$ cat src/rtl/rtc_pkg.sv
// Package: shared constants for the seconds counter.
// Holds the register word map and the operation indices used by the
// holding slots and the status word. The status bit order is fixed.
package rtc_pkg;
    localparam int unsigned DATA_W   = 32;
    localparam int unsigned NUM_OPS  = 4;

    // Register word indices
    localparam int unsigned W_NOW    = 0;
    localparam int unsigned W_ALARM  = 1;
    localparam int unsigned W_LOAD   = 2;
    localparam int unsigned W_ENABLE = 3;
    localparam int unsigned W_IRQ    = 4;
    localparam int unsigned W_STATUS = 5;

    // Status bit positions, one per delayed operation
    typedef enum logic [1:0] {
        OP_TIME  = 2'd0,
        OP_ALARM = 2'd1,
        OP_ACK   = 2'd2,
        OP_EN    = 2'd3
    } rtc_op_e;
endpackage

$ cat src/rtl/rtc_pend_slot.sv
// Module: rtc_pend_slot
// Holding slot for one kind of delayed write. A write arms the slot and
// loads a countdown with DELAY. Every tick while armed decrements it, and
// the tick that finds the countdown at one raises apply_stb and disarms.
// A write while armed replaces the held value and keeps the countdown.
// Assumes DELAY >= 1 and at most one write strobe per cycle.
module rtc_pend_slot #(
    parameter int unsigned WIDTH = 32,
    parameter int unsigned DELAY = 2,
    localparam int unsigned CD_W = (DELAY < 2) ? 1 : $clog2(DELAY + 1)
) (
    input  logic             clk,
    input  logic             rst_n,
    input  logic             tick,
    input  logic             wr_stb,
    input  logic [WIDTH-1:0] wr_val,
    output logic             pending,
    output logic             apply_stb,
    output logic [WIDTH-1:0] held
);
    logic [CD_W-1:0]  cd_q;
    logic             arm_q;
    logic [WIDTH-1:0] val_q;

    // Commit strobe: armed, tick present, last step of the countdown
    assign apply_stb = arm_q && tick && (cd_q == CD_W'(1));
    assign pending   = arm_q;
    assign held      = val_q;

    // Countdown, arm flag and held value
    always_ff @(posedge clk) begin
        if (!rst_n) begin
            cd_q  <= '0;
            arm_q <= 1'b0;
            val_q <= '0;
        end else begin
            if (apply_stb) begin
                arm_q <= 1'b0;
            end else if (arm_q && tick) begin
                cd_q <= cd_q - CD_W'(1);
            end
            if (wr_stb) begin
                val_q <= wr_val;
                if (!arm_q || apply_stb) begin
                    arm_q <= 1'b1;
                    cd_q  <= CD_W'(DELAY);
                end
            end
        end
    end
endmodule

$ cat src/rtl/rtc_core.sv
// Module: rtc_core
// Committed state of the clock: seconds count, alarm value, interrupt
// enable and the raw interrupt flag. It only changes on commit strobes
// from the holding slots and on second ticks.
// Assumes commit strobes arrive only in cycles with tick high.
module rtc_core #(
    parameter int unsigned DATA_W = 32
) (
    input  logic              clk,
    input  logic              rst_n,
    input  logic              tick,
    input  logic              time_apply,
    input  logic [DATA_W-1:0] time_val,
    input  logic              alarm_apply,
    input  logic [DATA_W-1:0] alarm_val,
    input  logic              ack_apply,
    input  logic              ack_val,
    input  logic              en_apply,
    input  logic              en_val,
    output logic [DATA_W-1:0] now,
    output logic [DATA_W-1:0] alarm,
    output logic              enable,
    output logic              flag,
    output logic              irq
);
    logic [DATA_W-1:0] now_q;
    logic [DATA_W-1:0] alarm_q;
    logic              en_q;
    logic              flag_q;
    logic              hit;

    // Alarm event: a normal increment starting from the alarm value
    assign hit = tick && !time_apply && (now_q == alarm_q);

    // Seconds counter with delayed load
    always_ff @(posedge clk) begin
        if (!rst_n) begin
            now_q <= '0;
        end else if (time_apply) begin
            now_q <= time_val;
        end else if (tick) begin
            now_q <= now_q + DATA_W'(1);
        end
    end

    // Committed alarm value and interrupt enable
    always_ff @(posedge clk) begin
        if (!rst_n) begin
            alarm_q <= '0;
            en_q    <= 1'b0;
        end else begin
            if (alarm_apply) alarm_q <= alarm_val;
            if (en_apply)    en_q    <= en_val;
        end
    end

    // Raw interrupt flag: set on alarm event, cleared by committed ack
    always_ff @(posedge clk) begin
        if (!rst_n) begin
            flag_q <= 1'b0;
        end else if (hit) begin
            flag_q <= 1'b1;
        end else if (ack_apply && ack_val) begin
            flag_q <= 1'b0;
        end
    end

    assign now    = now_q;
    assign alarm  = alarm_q;
    assign enable = en_q;
    assign flag   = flag_q;
    assign irq    = flag_q & en_q;
endmodule

$ cat src/rtl/rtc_regif.sv
// Module: rtc_regif
// Register interface: decodes write strobes per delayed operation and
// builds the combinational read data from committed state, the last
// written time and the status bits. Unmapped words read zero.
// Assumes a single-cycle bus with no wait states.
module rtc_regif #(
    parameter int unsigned ADDR_W  = 4,
    parameter int unsigned DATA_W  = 32,
    parameter int unsigned NUM_OPS = 4
) (
    input  logic               bus_sel,
    input  logic               bus_wr,
    input  logic [ADDR_W-1:0]  bus_word,
    input  logic [DATA_W-1:0]  bus_wdata,
    input  logic [DATA_W-1:0]  now,
    input  logic [DATA_W-1:0]  alarm,
    input  logic [DATA_W-1:0]  load_last,
    input  logic               enable,
    input  logic               irq,
    input  logic [NUM_OPS-1:0] pend,
    output logic [NUM_OPS-1:0] wr_stb,
    output logic [DATA_W-1:0]  rdata
);
    import rtc_pkg::*;

    logic wr_any;
    logic rd_any;

    assign wr_any = bus_sel && bus_wr;
    assign rd_any = bus_sel && !bus_wr;

    // Write strobe decode, one per operation kind
    always_comb begin
        wr_stb = '0;
        if (wr_any) begin
            wr_stb[OP_TIME]  = (bus_word == ADDR_W'(W_LOAD));
            wr_stb[OP_ALARM] = (bus_word == ADDR_W'(W_ALARM));
            wr_stb[OP_EN]    = (bus_word == ADDR_W'(W_ENABLE));
            wr_stb[OP_ACK]   = (bus_word == ADDR_W'(W_IRQ)) && bus_wdata[0];
        end
    end

    // Read data multiplexer
    always_comb begin
        rdata = '0;
        if (rd_any) begin
            case (bus_word)
                ADDR_W'(W_NOW):    rdata = now;
                ADDR_W'(W_ALARM):  rdata = alarm;
                ADDR_W'(W_LOAD):   rdata = load_last;
                ADDR_W'(W_ENABLE): rdata = {{(DATA_W-1){1'b0}}, enable};
                ADDR_W'(W_IRQ):    rdata = {{(DATA_W-1){1'b0}}, irq};
                ADDR_W'(W_STATUS): rdata = {{(DATA_W-NUM_OPS){1'b0}}, pend};
                default:           rdata = '0;
            endcase
        end
    end
endmodule

$ cat src/rtl/sec_rtc.sv
// Module: sec_rtc (top)
// Seconds counter with alarm, where every register write commits late
// through its own holding slot. Wires the bus decode, four slots and the
// committed-state core together.
// Assumes sec_tick is a single-cycle pulse synchronous to clk.
module sec_rtc #(
    parameter int unsigned ADDR_W      = 4,
    parameter int unsigned DELAY_TICKS = 2
) (
    input  logic                       clk,
    input  logic                       rst_n,
    input  logic                       sec_tick,
    input  logic                       bus_sel,
    input  logic                       bus_wr,
    input  logic [ADDR_W-1:0]          bus_word,
    input  logic [rtc_pkg::DATA_W-1:0] bus_wdata,
    output logic [rtc_pkg::DATA_W-1:0] bus_rdata,
    output logic                       irq
);
    import rtc_pkg::*;

    logic [NUM_OPS-1:0] wr_stb;
    logic [NUM_OPS-1:0] status_w;
    logic [NUM_OPS-1:0] apply_w;
    logic [DATA_W-1:0]  time_held;
    logic [DATA_W-1:0]  alarm_held;
    logic               ack_held;
    logic               en_held;
    logic [DATA_W-1:0]  now_w;
    logic [DATA_W-1:0]  alarm_w;
    logic               en_w;
    logic               raw_w;
    logic               irq_w;
    logic               time_apply;
    logic               ack_apply;

    assign time_apply = apply_w[OP_TIME];
    assign ack_apply  = apply_w[OP_ACK];

    rtc_regif #(.ADDR_W(ADDR_W), .DATA_W(DATA_W), .NUM_OPS(NUM_OPS)) u_regif (
        .bus_sel   (bus_sel),
        .bus_wr    (bus_wr),
        .bus_word  (bus_word),
        .bus_wdata (bus_wdata),
        .now       (now_w),
        .alarm     (alarm_w),
        .load_last (time_held),
        .enable    (en_w),
        .irq       (irq_w),
        .pend      (status_w),
        .wr_stb    (wr_stb),
        .rdata     (bus_rdata)
    );

    rtc_pend_slot #(.WIDTH(DATA_W), .DELAY(DELAY_TICKS)) u_slot_time (
        .clk(clk), .rst_n(rst_n), .tick(sec_tick),
        .wr_stb(wr_stb[OP_TIME]), .wr_val(bus_wdata),
        .pending(status_w[OP_TIME]), .apply_stb(apply_w[OP_TIME]),
        .held(time_held)
    );

    rtc_pend_slot #(.WIDTH(DATA_W), .DELAY(DELAY_TICKS)) u_slot_alarm (
        .clk(clk), .rst_n(rst_n), .tick(sec_tick),
        .wr_stb(wr_stb[OP_ALARM]), .wr_val(bus_wdata),
        .pending(status_w[OP_ALARM]), .apply_stb(apply_w[OP_ALARM]),
        .held(alarm_held)
    );

    rtc_pend_slot #(.WIDTH(1), .DELAY(DELAY_TICKS)) u_slot_ack (
        .clk(clk), .rst_n(rst_n), .tick(sec_tick),
        .wr_stb(wr_stb[OP_ACK]), .wr_val(bus_wdata[0]),
        .pending(status_w[OP_ACK]), .apply_stb(apply_w[OP_ACK]),
        .held(ack_held)
    );

    rtc_pend_slot #(.WIDTH(1), .DELAY(DELAY_TICKS)) u_slot_en (
        .clk(clk), .rst_n(rst_n), .tick(sec_tick),
        .wr_stb(wr_stb[OP_EN]), .wr_val(bus_wdata[0]),
        .pending(status_w[OP_EN]), .apply_stb(apply_w[OP_EN]),
        .held(en_held)
    );

    rtc_core #(.DATA_W(DATA_W)) u_core (
        .clk         (clk),
        .rst_n       (rst_n),
        .tick        (sec_tick),
        .time_apply  (apply_w[OP_TIME]),
        .time_val    (time_held),
        .alarm_apply (apply_w[OP_ALARM]),
        .alarm_val   (alarm_held),
        .ack_apply   (apply_w[OP_ACK]),
        .ack_val     (ack_held),
        .en_apply    (apply_w[OP_EN]),
        .en_val      (en_held),
        .now         (now_w),
        .alarm       (alarm_w),
        .enable      (en_w),
        .flag        (raw_w),
        .irq         (irq_w)
    );

    assign irq = irq_w;
endmodule

$ cat config.mk
export PLATFORM = sky130hd
export DESIGN_NAME = sec_rtc
export DESIGN_NICKNAME = d
export VERILOG_FILES = /design/src/rtl/rtc_pkg.sv /design/src/rtl/rtc_pend_slot.sv /design/src/rtl/rtc_core.sv /design/src/rtl/rtc_regif.sv /design/src/rtl/sec_rtc.sv
export SDC_FILE = /design/constraint.sdc
export NUM_CORES = 1
export LEC_CHECK = 0
export BUFFER_PORTS_ARGS = -buffer_cell sky130_fd_sc_hd__clkbuf_2
export CAP_MARGIN = 25
export CORE_ASPECT_RATIO = 0.7
export CORE_MARGIN = 2
export CORE_UTILIZATION = 40
export DETAILED_ROUTE_END_ITERATION = 8
export PLACE_DENSITY = 0.6
export SLEW_MARGIN = 20
export SYNTH_ARGS = -nofsm -noshare
export SYNTH_HDL_FRONTEND = slang
export SYNTH_SLANG_ARGS = --single-unit
$ cat constraint.sdc
create_clock -name clk -period 3.5 [get_ports clk]
set_clock_uncertainty 0.15 [all_clocks]
set_input_delay 0.525 -clock clk [delete_from_list [all_inputs] [get_ports clk]]
set_output_delay 0.525 -clock clk [all_outputs]
set_load 0.01 [all_outputs]
-- After elaboration in Yosys (flattened, before gate mapping)
Cells that the tools add are included.
W data, S select, Z words.
- add/subtract/negate cells: 5
- equality and inequality tests: 10
- muxes and demuxes: 35
- bitwise gates (word level): 1
- reduce and logical (&&, ||, !) cells: 27
- operators with widths (operator ; count):
    $pmux W32 S6 ; 1
    $mux W32 ; 3
    $add A32 B1 Y32 const B ; 1
    $eq A32 B32 Y1 ; 1
    $mux W2 ; 16
    $logic_and A1 B1 Y1 ; 14
    $mux W1 ; 14
    $eq A2 B1 Y1 const B ; 4
    $eq A4 B2 Y1 const B ; 2
    $eq A4 B3 Y1 const B ; 2
    $sub A2 B1 Y2 const B ; 4
    $logic_not A1 Y1 ; 6
    $eq A4 B1 Y1 const B ; 1
    $logic_not A4 Y1 ; 1
    $logic_or A1 B1 Y1 ; 4
    $mux W4 ; 1
    $reduce_bool A2 Y1 ; 2
    $and A1 B1 Y1 ; 1
- register bits: 144
- input port bits: 41
- output and inout bits: 33
- logic and storage cells: 94

-- Depth between registers and ports, before layout
Gate-level depths: netlist (run 1).
- word-level depth: 6
- depth in mapped cells: 9
- depth with buffers taken out: 7

-- Cells and area by module
A second synthesis (run 1) with hierarchy kept.
- cell total of the unflattened synthesis: 820
- area total of the unflattened synthesis: 7654.8 um^2
- modules (own cells, without submodules) (module ; instances ; cells an instance ; area an instance (um^2) ; seq. area each (um^2)):
    rtc_core ; 1 ; 410 ; 3509.6 ; 1321.3
    rtc_pend_slot at u_slot_alarm ... ; 2 ; 119 ; 1386.3 ; 700.7
    rtc_regif ; 1 ; 134 ; 1004.7 ; 0.0
    rtc_pend_slot at u_slot_ack ... ; 2 ; 19 ; 183.9 ; 80.1

-- Least setup slack after synthesis (run 1)
Ideal clock, no wire load.
- kind: in2out
- from: input port bus_word[3]
- to: output port bus_rdata[1] (netlist bit)
- arrival time: 1.756 ns
- data required time: 2.825 ns
- setup slack: 1.069 ns
- stages: 6
- buffers on the path: 2
- path through: nor3b_1 -> nor2b_1 -> clkbuf_1 -> clkbuf_1 -> a22oi_1 -> a21oi_1
- cells in the longest elaborated chain, start to end: 3
- elaborated cells between the ends (all ways): 8
- classes of those cells: eq/ne: 5; mux: 2; reduce/logical: 1
- RTL lines (what ; line ; RTL):
    start, declared ; sec_rtc.sv:15 ; input logic [ADDR_W-1:0] bus_word,
    $eq A4 B3 Y1, or another cell as far along ; rtc_regif.sv:47 ; case (bus_word)
    $pmux W32 S6 * ; rtc_regif.sv:47 ;
    $mux W32 * ; rtc_regif.sv:46 ; if (rd_any) begin
    end, declared ; sec_rtc.sv:17 ; output logic [rtc_pkg::DATA_W-1:0] bus_rdata,
Mark *: on every way between the ends. The rest lies on a longest branch, timed or not.

-- Final worst setup path (run 1)
- from: input port bus_word[3]
- to: output port bus_rdata[3] (netlist bit)
Same word-level chain as after synthesis.

==> impl_results.md, run 1 <==
- Worst path slowest cell: buf_4
- Compound-Gate Fraction of Synth Area: 20.9%
- Adder-cell share of the synthesized area: 0.904%
- I/O Buffers: 73
- Switching share of power: 22.5%
- Clk network pwr share: 50.8%
- Setup violations, final: 0
- Mapped cell area: 6920 µm²
- Post-Syn Instances: 898
- Core area: 17100 µm²
- Routed vias: 6762
- Largest family of logic cells by synthesized area: simple AND/OR/NAND/NOR gates
- Clk buf depth: 2
- CP Max Fanout: 33
- Leading cell type in the layout, fill and taps excluded: nand2_1
- # DRC: 0
- Row count: 40
- Diodes inserted: 0
- Number of fill cells: 1734
- Worst slack, placed: 0.772 ns
- Sequential share of power: 44.6%
- GRT Residual Overflow: 0
- Vias in the first global route: 6040
- WL per Instance: 19.0 µm
- Sequential-to-total area share from yosys stat: 41.6%
- Async SR Flop Fraction: 0%
- Die Wd: 161 µm
- Worst-Skew Late Latency: 0.43 ns
- Total setup buffers inserted after CTS: 0
- Placed cell count: 1156
- Largest stage delay on the critical path: 0.40 ns
- Synth Area in Simple Gates: 24.8%
- Setup ws final: 0.726 ns
- FMAX: 0.360 GHz
- Most frequent CP cell: clkbuf_2
- Total GRT Usage: 24.9%
- Slew Limit Fails: 0
- Nets: 990
- CTS tree: yes
- Synthesized flop and latch total: 144
- Pre-Repair DR Iteration Count: 7
- Die height: 114 µm
- Setup TNS: 0 ns
- Initial core utilization: 40.6%
- LEAKAGE: 2.91 nW
- NetSw: 0.840 mW
- Slew headroom: 43.9%
- Synth cell types: 55
- Most frequent cells in the layout: nand2_1, dfxtp_1, a21oi_1
- CTS sink cnt: 144
- Crit start category: input pin
- Resized Gates After CTS: 0
- Die Footprint: 18400 µm²
- Synth Flop Type: dfxtp_1
- CTS Hold Bufs: 0
- Initial antenna violation count: 0
- H-tree depth reported by CTS: 4
- Total length of routed wires: 22500 µm
- Layout area overhead: 17.5%
- Worst min path class: input pin to flip-flop
- Global-route wire length before repair: 35300 µm
- Status: finished clean
- Pin count of the biggest net entering global routing: 64
- DP Wirelength: 15300 µm
- PD cells: 460 nW/µm²
- CP Cell Sequence: clkbuf_2 > nor3b_1 > nor2b_2 > buf_4 > a22oi_1 > a21oi_1 > clkbuf_2
- Syn Nets: 944
- Num ports: 74
- Worst VDD drop: 0.193 mV
- Worst-Margin Slew: 0.833 ns
- Multi-input combinational cell area: 3720 µm²
- Xor/xnor share of the synthesized area: 5.82%
- Hold Vio Cnt, Final: 0
- Vias per cell: 5.70
- Minimum clock period: 2.77 ns
- Clock slew at reported path FFs: 0.06 ns
- Ratio of cells with drive above 1 in the final layout: 15.6%
- Internal Pwr Total: 2.90 mW
- Period Utilization, post-route: 79.3%
- Avg Synthesized Cell Area: 7.71 µm²
- Tot Pwr: 3.74 mW
- GP Congestion: 0.916
- DR iter-0 viols: 1056
- Post-synthesis mux area share: 1.08%
- Clock root cell: clkbuf_16
- Number of buffers created by CTS: 17
- CP arrival: 2.10 ns
- Worst setup EP type: primary output
- Hold_ws: 0.177 ns
- Number of synthesized flops with an enable pin: 0
- RSZ-0062 raised after global routing: no
- Max Cap Violations: 0
- Syn. warnings: 0
- Required time worst endpoint: 2.82 ns
- Post-DRT Antenna Nets: 0
- Logic pwr share: 4.6%
- Crit Path Category: input pin to primary output
- Sequential cell area: 2880 µm²
- Post-route non-filler standard cell count: 1187
-- synth_stat cells, types with 3 or more instances --
library cell,n,area [µm²]
a211oi_1,11,82.6
a21oi_1,123,616
a222oi_1,29,290
a22oi_1,9,67.6
a311oi_1,5,43.8
a31oi_1,6,37.5
a32oi_1,4,35.0
and2_1,3,18.8
and3_1,9,56.3
and3_2,3,22.5
and4_1,8,70.1
buf_2,8,40.0
clkbuf_1,64,240
dfxtp_1,144,2880
ha_1,5,62.6
inv_1,12,45.0
mux2_2,4,45.0
mux2i_1,3,30.0
nand2_1,223,837
nand2b_1,4,25.0
nand3_1,20,100
nand4_1,12,75.1
nor2_1,61,229
nor3_1,10,50.1
nor4_1,10,62.6
o211ai_1,3,22.5
o21ai_0,19,95.1
or3_1,8,50.1
xnor2_1,16,140
xor2_1,30,263
-- cells by family (layout without fill, tap and decap cells) --
family | Yosys count | after routing
adder cells (fa/ha/maj) | 5 | 5
flip-flops | 144 | 144
AO/OA/AOI/OAI | 227 | 227
AND/OR/NAND/NOR | 383 | 383
multiplexers | 7 | 7
XOR/XNOR | 46 | 46
buffers and inverters | 86 | 144
-- per-stage QoR --
step	util, %	area [µm²]
after global routing	47.7	8130
after detailed placement	44.0	7520
after global placement	44.0	7520
after CTS	47.7	8130
final	47.7	8130
after floorplan	-	6920
-- sequential cells by signal (all words and copies together), names as in the netlist --
signal	cells
u_core.alarm	32
u_core.now	32
u_slot_alarm.held	32
u_slot_time.held	32
u_slot_ack.cd_q	2
u_slot_alarm.cd_q	2
u_slot_en.cd_q	2
u_slot_time.cd_q	2
u_core.enable	1
u_core.flag	1
u_slot_ack.held	1
u_slot_ack.pending	1
u_slot_alarm.pending	1
u_slot_en.held	1
u_slot_en.pending	1
u_slot_time.pending	1
-- cell type report --
cell class | instances | share of cell area (%)
clock inverters | 9 | 1.62
flip-flops and latches | 144 | 35.4
clock buffers | 22 | 5.95
inverters | 12 | 0.585
well taps | 231 | 3.55
repair buffers | 101 | 7.08
multi-input cells | 668 | 45.8
-- worst paths after layout --
kind	cells after the start	slack, ns	to	start
setup / recovery	7	0.73	bus_rdata[3]	bus_word[3]
hold / removal	3	0.18	u_slot_alarm.held[20]$_SDFFE_PN0P_	bus_wdata[20]
setup reg to reg	5	0.94	u_core.flag$_SDFFE_PN0P_	u_core.now[20]$_SDFFE_PN0P_
hold reg to reg	2	0.30	u_core.alarm[29]$_SDFFE_PN0P_	u_slot_alarm.held[29]$_SDFFE_PN0P_
-- power groups by stage --
stage	registers [mW]	clock network [mW]	logic, mW
floorplan	1.70	0	0.0961
global placement	1.71	0	0.169
global route	1.67	2.00	0.187
finish	1.67	1.90	0.172
detailed placement	1.71	0	0.169
CTS	1.67	1.93	0.170
-- per-layer routing --
metal	routed length [µm]	vias up	GRT usage, %	part of all wire [%]
met5	0	-	0	0
met2	8980	325	34.6	40
met3	2170	26	4.82	9.6
met4	320	0	7.26	1.4
li1	-	3278	-	-
met1	11000	3133	38.5	49
-- worst max-delay path, delay by kind of cell --
| family | cells | cell delay (ns) |
|---|---|---|
| compound gates | 2 | 0.36 |
| buf+inv | 3 | 0.70 |
| simple gates | 2 | 0.52 |
(Power assumes the default switching activity.)
==> inputs of run 2 (changes only) <==
clock period = 2.8 ns   (was 3.5 ns; I/O delays follow)
==> run 2 against run 1 <==
Effect of this change:
- flip-flop and latch count unchanged
- sequential share of layout area decreased by 0.62 points
- sequential power grew 25%
- die area unchanged
- final cell count increased by 0.51%
- cell area rose by 1.8%
- combinational power up 30%
- hold slack got worse by 0.11 ns
- global-route usage grew 0.24 points
==> impl_results.md, run 2 (synthesis results as in run 1) <==
- CTS Hold Bufs: 0
- Num ports: 74
- Die Footprint: 18400 µm²
- FMAX: 0.410 GHz
- Global-route wire length before repair: 35700 µm
- Post-route non-filler standard cell count: 1193
- Total setup buffers inserted after CTS: 0
- Initial core utilization: 40.6%
- Fin util: 48.5%
- Hold Crit Start: bus_wdata[20]
- Row count: 40
- CTS tree: yes
- Number of buffers created by CTS: 17
- GRT Residual Overflow: 0
- CTS sink cnt: 144
- Number of fill cells: 1715
- Layout area overhead: 19.6%
- PD cells: 580 nW/µm²
- Setup violations, final: 0
- Worst min path class: input pin to flip-flop
- Hold Vio Cnt, Final: 0
- Leading cell type in the layout, fill and taps excluded: nand2_1
- Slew Limit Fails: 0
- Post-place instance area: 7630 µm²
- Sequential share of power: 43.5%
- Tot Pwr: 4.80 mW
- I/O Buffers: 73
- Vias per cell: 5.68
- Worst setup EP type: flip-flop
- Minimum clock period: 2.44 ns
- Setup ws final: 0.359 ns
- Crit Path Category: flip-flop to flip-flop
- CP arrival: 2.66 ns
- Clk network pwr share: 51.9%
- Worst r2r path cells: 5
- Initial antenna violation count: 0
- # DRC: 0
- Worst slack, placed: 0.439 ns
- Worst-Margin Slew: 0.640 ns
- RSZ-0062 raised after global routing: no
- Total GRT Usage: 25.1%
- Resized Gates After CTS: 0
- Final Cell Area: 8280 µm²
- Crit start category: flip-flop
- DR iter-0 viols: 934
- Period Utilization, post-route: 87.2%
- Routed vias: 6774
- Critical R2R Launch: u_core.now[20]$_SDFFE_PN0P_
- H-tree depth reported by CTS: 4
- Internal Pwr Total: 3.72 mW
- Most frequent cells in the layout: nand2_1, dfxtp_1, a21oi_1
- Logic pwr share: 4.6%
- Max Cap Violations: 0
- Required time worst endpoint: 3.02 ns
- Reg-to-reg slack, setup: 0.36 ns
- NetSw: 1.08 mW
- Nets: 995
- Reg-to-Reg End: u_core.flag$_SDFFE_PN0P_
- Worst VDD drop: 0.304 mV
- LEAKAGE: 2.99 nW
- Switching share of power: 22.6%
- Ratio of cells with drive above 1 in the final layout: 16.1%
- Diodes inserted: 0
- WHS Endpoint: u_slot_alarm.held[20]$_SDFFE_PN0P_
- Setup TNS: 0 ns
- WL per Instance: 18.9 µm
- Total length of routed wires: 22600 µm
- Critical Path Start: u_core.now[20]$_SDFFE_PN0P_
- GP Congestion: 0.919
- Clk buf depth: 2
- Slew headroom: 56.9%
- Vias in the first global route: 6139
- CP Max Fanout: 6
- Pre-Repair DR Iteration Count: 8
- Worst-Skew Late Latency: 0.43 ns
- Die Wd: 161 µm
- Status: finished clean
- Clock root cell: clkbuf_16
- Hold_ws: 0.0701 ns
- Core area: 17100 µm²
- Die height: 114 µm
- Hold path depth: 3
- Clock slew at reported path FFs: 0.06 ns
- Placed cell count: 1161
- DP Wirelength: 15200 µm
- Post-DRT Antenna Nets: 0
- Pin count of the biggest net entering global routing: 47
run 2: changes by cell type in the layout (fill, tap and decap cells not counted), sizes merged:
cell	change
clkinvlp	-3
bufinv	+1
clkbuf	-1
inv	+2
buf	+5
clkinv	+2
run 2: layer usage:
metal | GRT usage, % | wire (µm)
met5 | 0 | 0
met4 | 6.73 | 277
met3 | 6.05 | 1900
met2 | 35.0 | 9030
met1 | 38.4 | 11400
run 2: final cells by class:
cell class	instances	area, µm²	share of cell area (%)
clock buffer	21	470	5.68
inverter	12	47.5	0.574
clock inverter	11	178	2.15
tap	231	289	3.49
multi-input combinational	668	3720	45.0
timing repair buffer	106	688	8.31
sequential	144	2880	34.8
run 2: how the worst max path moves through the flow:
stage	endpoint	cells past startpoint
after global placement	bus_rdata[3]	7
after CTS	bus_rdata[1]	7
final	u_core.flag$_SDFFE_PN0P_	5
after floorplan	bus_rdata[1]	6
after detailed placement	bus_rdata[1]	7
after global routing	bus_rdata[5]	7
run 2: power groups by stage:
stage	clock, mW	combinational [mW]	sequential [mW]
2_1_floorplan	0	0.120	2.12
3_3_place_gp	0	0.218	2.13
3_5_place_dp	0	0.218	2.13
4_1_cts	2.51	0.219	2.09
5_1_grt	2.62	0.242	2.09
6_report	2.49	0.223	2.09
run 2: worst max-delay path, stage by stage (launching register included):
cell     delay, ns
dfxtp_1       0.45
xor2_1        0.22
nor4_1        0.63
nand4_1       0.16
nor4_1        0.58
a31o_2        0.19
